--- config.mk ---
export PLATFORM = sky130hd
export DESIGN_NAME = bsu_top
export DESIGN_NICKNAME = d
export VERILOG_FILES = /design/src/rtl/ctl_pkg.sv /design/src/rtl/bsu_cond.sv /design/src/rtl/bsu_target.sv /design/src/rtl/bsu_top.sv
export SDC_FILE = /design/constraint.sdc
export NUM_CORES = 1
export LEC_CHECK = 0
export BUFFER_PORTS_ARGS = -buffer_cell sky130_fd_sc_hd__clkbuf_2
export CAP_MARGIN = 20
export CELL_PAD_IN_SITES_DETAIL_PLACEMENT = 0
export CELL_PAD_IN_SITES_GLOBAL_PLACEMENT = 1
export CORE_ASPECT_RATIO = 0.7
export CORE_UTILIZATION = 35
export CTS_BUF_LIST = sky130_fd_sc_hd__clkbuf_8 sky130_fd_sc_hd__clkbuf_16
export DETAILED_ROUTE_END_ITERATION = 10
export PLACE_DENSITY_LB_ADDON = 0.1
export SYNTH_ARGS = -nofsm -noshare
export SYNTH_HDL_FRONTEND = slang
export SYNTH_SLANG_ARGS = --single-unit
--- constraint.sdc ---
create_clock -name clk -period 6.6 [get_ports clk]
set_clock_uncertainty 0.1 [all_clocks]
set_input_delay 0.33 -clock clk [delete_from_list [all_inputs] [get_ports clk]]
set_output_delay 0.33 -clock clk [all_outputs]
set_load 0.1 [all_outputs]
--- src/rtl/ctl_pkg.sv ---
package ctl_pkg;

    // operation codes
    localparam logic [3:0] OPC_NONE  = 4'd0;
    localparam logic [3:0] OPC_BRSET = 4'd1;
    localparam logic [3:0] OPC_BRCLR = 4'd2;
    localparam logic [3:0] OPC_JMP   = 4'd3;
    localparam logic [3:0] OPC_CALL  = 4'd4;
    localparam logic [3:0] OPC_RET   = 4'd5;
    localparam logic [3:0] OPC_IRET  = 4'd6;
    localparam logic [3:0] OPC_SKEQ  = 4'd7;
    localparam logic [3:0] OPC_SKBC  = 4'd8;
    localparam logic [3:0] OPC_SKBS  = 4'd9;

    // status byte positions
    localparam int FLG_N = 2;
    localparam int FLG_V = 3;
    localparam int FLG_S = 4;

    // cycle counts per class
    localparam logic [2:0] CYC_ONE  = 3'd1;
    localparam logic [2:0] CYC_TWO  = 3'd2;
    localparam logic [2:0] CYC_CALL = 3'd3;
    localparam logic [2:0] CYC_RET  = 3'd4;

    typedef enum logic [1:0] {
        SRC_SEQ  = 2'd0,
        SRC_REL  = 2'd1,
        SRC_SKIP = 2'd2,
        SRC_STK  = 2'd3
    } src_e;

    typedef struct packed {
        logic       taken;
        logic [2:0] cyc;
        src_e       src;
        logic       iset;
    } xfer_t;

    function automatic xfer_t mk_xfer(input logic tk, input logic [2:0] cy,
                                      input src_e sr, input logic is);
        xfer_t r;
        r.taken = tk;
        r.cyc   = cy;
        r.src   = sr;
        r.iset  = is;
        return r;
    endfunction

    // conditional outcome: taken -> given source, two cycles; else sequential
    function automatic xfer_t mk_cond(input logic hit, input src_e sr);
        return hit ? mk_xfer(1'b1, CYC_TWO, sr, 1'b0)
                   : mk_xfer(1'b0, CYC_ONE, SRC_SEQ, 1'b0);
    endfunction

endpackage

--- src/rtl/bsu_cond.sv ---
module bsu_cond
    import ctl_pkg::*;
(
    input  logic [3:0] op_i,
    input  logic [7:0] sreg_i,
    input  logic [2:0] sel_i,
    input  logic       bit_i,
    input  logic       eq_i,
    output xfer_t      dec_o
);
    logic [7:0] flags_eff;
    logic       tested;

    // sign condition is rebuilt from N and V; stored copy is not trusted
    always_comb begin
        flags_eff        = sreg_i;
        flags_eff[FLG_S] = sreg_i[FLG_N] ^ sreg_i[FLG_V];
    end

    assign tested = flags_eff[sel_i];

    always_comb begin
        unique case (op_i)
            OPC_BRSET: dec_o = mk_cond(tested, SRC_REL);
            OPC_BRCLR: dec_o = mk_cond(!tested, SRC_REL);
            OPC_JMP:   dec_o = mk_xfer(1'b1, CYC_TWO, SRC_REL, 1'b0);
            OPC_CALL:  dec_o = mk_xfer(1'b1, CYC_CALL, SRC_REL, 1'b0);
            OPC_RET:   dec_o = mk_xfer(1'b1, CYC_RET, SRC_STK, 1'b0);
            OPC_IRET:  dec_o = mk_xfer(1'b1, CYC_RET, SRC_STK, 1'b1);
            OPC_SKEQ:  dec_o = mk_cond(eq_i, SRC_SKIP);
            OPC_SKBC:  dec_o = mk_cond(!bit_i, SRC_SKIP);
            OPC_SKBS:  dec_o = mk_cond(bit_i, SRC_SKIP);
            default:   dec_o = mk_xfer(1'b0, CYC_ONE, SRC_SEQ, 1'b0);
        endcase
    end
endmodule

--- src/rtl/bsu_target.sv ---
module bsu_target
    import ctl_pkg::*;
#(
    parameter int PC_W  = 9,
    parameter int OFS_W = 12
) (
    input  logic [PC_W-1:0]  pc_i,
    input  logic [OFS_W-1:0] offs_i,
    input  logic [PC_W-1:0]  ret_i,
    input  logic             two_i,
    input  src_e             src_i,
    output logic [PC_W-1:0]  npc_o
);
    localparam int EXT_W = (PC_W > OFS_W) ? (PC_W - OFS_W) : 1;

    logic [PC_W-1:0] offs_x;
    logic [PC_W-1:0] skip_d;

    generate
        if (OFS_W >= PC_W) begin : g_trunc
            // upper bits vanish in modulo arithmetic
            assign offs_x = offs_i[PC_W-1:0];
        end else begin : g_sext
            assign offs_x = {{EXT_W{offs_i[OFS_W-1]}}, offs_i};
        end
    endgenerate

    assign skip_d = two_i ? PC_W'(3) : PC_W'(2);

    always_comb begin
        unique case (src_i)
            SRC_REL:  npc_o = pc_i + offs_x + PC_W'(1);
            SRC_SKIP: npc_o = pc_i + skip_d;
            SRC_STK:  npc_o = ret_i;
            default:  npc_o = pc_i + PC_W'(1);
        endcase
    end
endmodule

--- src/rtl/bsu_top.sv ---
module bsu_top
    import ctl_pkg::*;
#(
    parameter int PC_W  = 9,
    parameter int OFS_W = 12
) (
    input  logic             clk,
    input  logic             rst,
    input  logic [3:0]       op_i,
    input  logic [PC_W-1:0]  pc_i,
    input  logic [OFS_W-1:0] offs_i,
    input  logic [7:0]       sreg_i,
    input  logic [2:0]       sel_i,
    input  logic             bit_i,
    input  logic             eq_i,
    input  logic             next_two_i,
    input  logic [PC_W-1:0]  ret_addr_i,
    output logic [PC_W-1:0]  npc_o,
    output logic             taken_o,
    output logic [2:0]       cyc_o,
    output logic             iset_o
);
    xfer_t           dec;
    logic [PC_W-1:0] npc_c;

    bsu_cond u_cond (
        .op_i   (op_i),
        .sreg_i (sreg_i),
        .sel_i  (sel_i),
        .bit_i  (bit_i),
        .eq_i   (eq_i),
        .dec_o  (dec)
    );

    bsu_target #(.PC_W(PC_W), .OFS_W(OFS_W)) u_tgt (
        .pc_i   (pc_i),
        .offs_i (offs_i),
        .ret_i  (ret_addr_i),
        .two_i  (next_two_i),
        .src_i  (dec.src),
        .npc_o  (npc_c)
    );

    always_ff @(posedge clk) begin
        if (rst) begin
            npc_o   <= '0;
            taken_o <= 1'b0;
            cyc_o   <= 3'd0;
            iset_o  <= 1'b0;
        end else begin
            npc_o   <= npc_c;
            taken_o <= dec.taken;
            cyc_o   <= dec.cyc;
            iset_o  <= dec.iset;
        end
    end

    // idle code gives the sequential successor in one cycle
    a_r2_seq_default: assert property (@(posedge clk) disable iff (rst)
        (op_i == OPC_NONE) |=> (npc_o == $past(pc_i) + PC_W'(1) && !taken_o && cyc_o == 3'd1));

    // relative jump always taken, two cycles
    a_r6_jump_cycles: assert property (@(posedge clk) disable iff (rst)
        (op_i == OPC_JMP) |=> (taken_o && cyc_o == 3'd2));

    // both returns take the popped address in four cycles
    a_r8_return_addr: assert property (@(posedge clk) disable iff (rst)
        (op_i == OPC_RET || op_i == OPC_IRET) |=> (npc_o == $past(ret_addr_i) && cyc_o == 3'd4));

    // interrupt-enable request only after an interrupt return
    a_r8_iset_source: assert property (@(posedge clk) disable iff (rst)
        iset_o |-> ($past(op_i) == OPC_IRET));

    // skip distance follows the next-word length
    a_r9_skip_dist: assert property (@(posedge clk) disable iff (rst)
        (op_i == OPC_SKEQ || op_i == OPC_SKBC || op_i == OPC_SKBS) |=>
        (taken_o ? (PC_W'(npc_o - $past(pc_i)) == ($past(next_two_i) ? PC_W'(3) : PC_W'(2)))
                 : (PC_W'(npc_o - $past(pc_i)) == PC_W'(1))));
endmodule

==> flow_summary.yaml <==
status:
  outcome: "complete, no violations"
floorplan:
  die_width_um: 75.9
  core_area_um2: 3580
  chipHeight_um: 53.7
  initial_utilization_pct: 37.3
  ios: 64
  rows: 18
  dieArea_um2: 4070
routing:
  routed_via_density: 4.95
  first_iter_violations: 35
  firstDrtPassIters: 4
  wire_per_inst_um: 12.4
  ant_nets: 0
  drc: 0
  num_vias: 1302
  wl_um: 3260
layout:
  drive_gt1_share_pct: 36.6
  nFillCells: 366
  fin_util_pct: 47.7
  synthToLayoutAreaGrowth_pct: 27.7
  num_antenna_cells: 0
  nets: 276
logic_synthesis:
  avgSynthCellArea_um2: 8.62
  syn_inst: 155
  synth_edf_count: 0
  synth_flop_cell: "dfxtp_1"
  synth_seq_cells: 14
  synth_most_common_cell: "dfxtp_1"
  yosys_warnings: 0
  synth_top_area_share_pct: 21.0
  synth_async_sr_flop_share_pct: 0
  synth.distinct_cells: 45
  syn_nets: 217
  synth_top_cell_by_area: "dfxtp_1"
  synth.area.top_cells: "dfxtp_1 21%, ha_1 9.4%, xnor2_1 7.2%, xor2_1 3.9%, nand2_1 3.1%"
  netlist_top_cells_count: "14 x dfxtp_1, 11 x nand2_1, 11 x xnor2_1"
  synth_area_um2: 1340
  ys_seq_area_share_pct: 21.0
power:
  seq_power_share_pct: 27.9
  leakage_nw: 0.808
  internal_power_mw: 0.197
  peakVddDrop_v: 0.0000778
  power_frac_comb_pct: 48.0
  p_clk_share_pct: 24.0
  sw_frac_of_total_pct: 41.8
  p_switching_mw: 0.141
  p_per_area_nw_per_um2: 198
placed_design:
  port-buffer-count: 59
  place_congestion: 0.718
  dp_hpwl_um: 2770
global_routing:
  grt_start_max_net_pins: 16
  grt.overflow.total: 0
  antenna_found_initial: 0
  grtUsageTotal_pct: 17.5
  grt_pass1_wl_um: 5330
  grt_pass1_vias: 1166
setup_path:
  cp_num_buf_inv: 1
  cpLargestDelayFamily: "simple AND/OR/NAND/NOR gates"
  cp-end-kind: "flop"
  cp_max_fo: 9
  crit_chain: "clkbuf_2 -> nand2b_1 -> nor2_1 -> a32o_1 -> nand2b_1 -> ha_1 -> fa_1 -> nand4_1 -> xor2_1 -> nor3_1 -> a32oi_1 -> o31ai_1"
  cp_slowest_cell: "fa_1"
  path_class: "in -> reg"
  cp_data_arrival_time_ps: 2550
  max_stage_delay_ps: 470
  crit_top_cell: "nand2b_1"
  start_kind: "primary input"
  cp.required_ps: 6610
clock_tree:
  post_cts_buffers: 0
  cts-root-buf: "clkbuf_8"
  cts_htree_levels: 1
  cts_buffers: 3
  cts_tree: "yes"
  clkTransAtPathRegs_ps: 60
  cts_sinks: 14
  postCtsHoldBufs: 0
  cts_resized: 0
  clockBufferDepth: 2
sta:
  worst_slew_pin_slew_ps: 550
  min_period_ps: 2540
  relSlewSlack_pct: 63.5
  drv_slew: 0
  fmax_mhz: 394
  hold_viol_final: 0
  tns_ps: 0
  rsz0062_at_grt: "false"
  period_share_pct: 38.4
  finalSetupViolCount: 0
hold_path:
  hold_path.class: "in -> reg"
job:
  maxCapViolCount: 0
-- cell type report --
| cell class | count | area, µm² | area share, % |
|---|---|---|---|
| inverter | 6 | 22.5 | 1.32 |
| sequential | 14 | 280 | 16.4 |
| multi-input combinational | 130 | 991 | 58.1 |
| tap | 50 | 62.6 | 3.67 |
| clock buffer | 4 | 55.1 | 3.23 |
| timing repair buffer | 59 | 295 | 17.3 |
-- state kept, by name (all words and copies together) (netlist names) --
| name | cells |
|---|---|
| npc_o | 9 |
| cyc_o | 3 |
| iset_o | 1 |
| taken_o | 1 |
-- metal layers --
metal	routed length, µm	part of all wire (%)	vias to the layer above	GRT usage (%)
met5	0	0	-	0
met4	0	0	0	1.85
met3	194	5.9	0	1.87
met2	1330	41	44	28.2
met1	1740	53	574	26.0
li1	-	-	684	-
-- cells by family (layout without fill, tap and decap cells) --
| group | after synthesis | after routing | share of synthesized area [%] |
|---|---|---|---|
| fa+ha+maj | 12 | 12 | 12.4 |
| xor+xnor | 17 | 17 | 11.1 |
| simple gates | 57 | 57 | 22.5 |
| buf+inv | 11 | 69 | 4.87 |
| flops | 14 | 14 | 21.0 |
| mux | 5 | 5 | 5.52 |
| compound gates | 39 | 39 | 22.7 |
-- per-stage QoR --
stage | instances | setup WS (ps) | instance area (µm²) | hold slack (ps) | total power, mW
after floorplan | 155 | 4160 | 1340 | 318 | 0.221
after global placement | 259 | 3900 | 1650 | 472 | 0.256
after detailed placement | 259 | 3830 | 1650 | 479 | 0.258
after CTS | 263 | 4040 | 1710 | 229 | 0.340
after global routing | 263 | 3840 | 1710 | 222 | 0.358
final | 263 | 4060 | 1710 | 225 | 0.338
-- path summary, 6_finish.rpt --
| check | start | endpoint | slack [ps] | cells after the start |
|---|---|---|---|---|
| min | ret_addr_i[0] | npc_o[0] | 220 | 3 |
| max | op_i[3] | npc_o[8] | 4060 | 12 |
-- power groups by stage --
stage	sequential (mW)	combinational (mW)	clock (mW)
6_report	0.0944	0.162	0.0813
5_1_grt	0.0952	0.176	0.0872
3_3_place_gp	0.0963	0.160	0
4_1_cts	0.0945	0.163	0.0830
3_5_place_dp	0.0963	0.162	0
2_1_floorplan	0.153	0.0680	0
-- placed cells by master, fill, tap and decap left out, drive strengths merged, types with 4 or more instances in the layout --
master | netlist | layout
nor2 | 10 | 10
xor2 | 6 | 6
dfxtp | 14 | 14
a22oi | 5 | 5
nand2 | 11 | 11
nor3 | 6 | 6
xnor2 | 11 | 11
nor2b | 4 | 4
a31oi | 4 | 4
inv | 6 | 6
clkbuf | 0 | 63
nand3 | 8 | 8
ha | 10 | 10
a21oi | 9 | 9
nand2b | 5 | 5
Power figures use the tool's default switching activity.
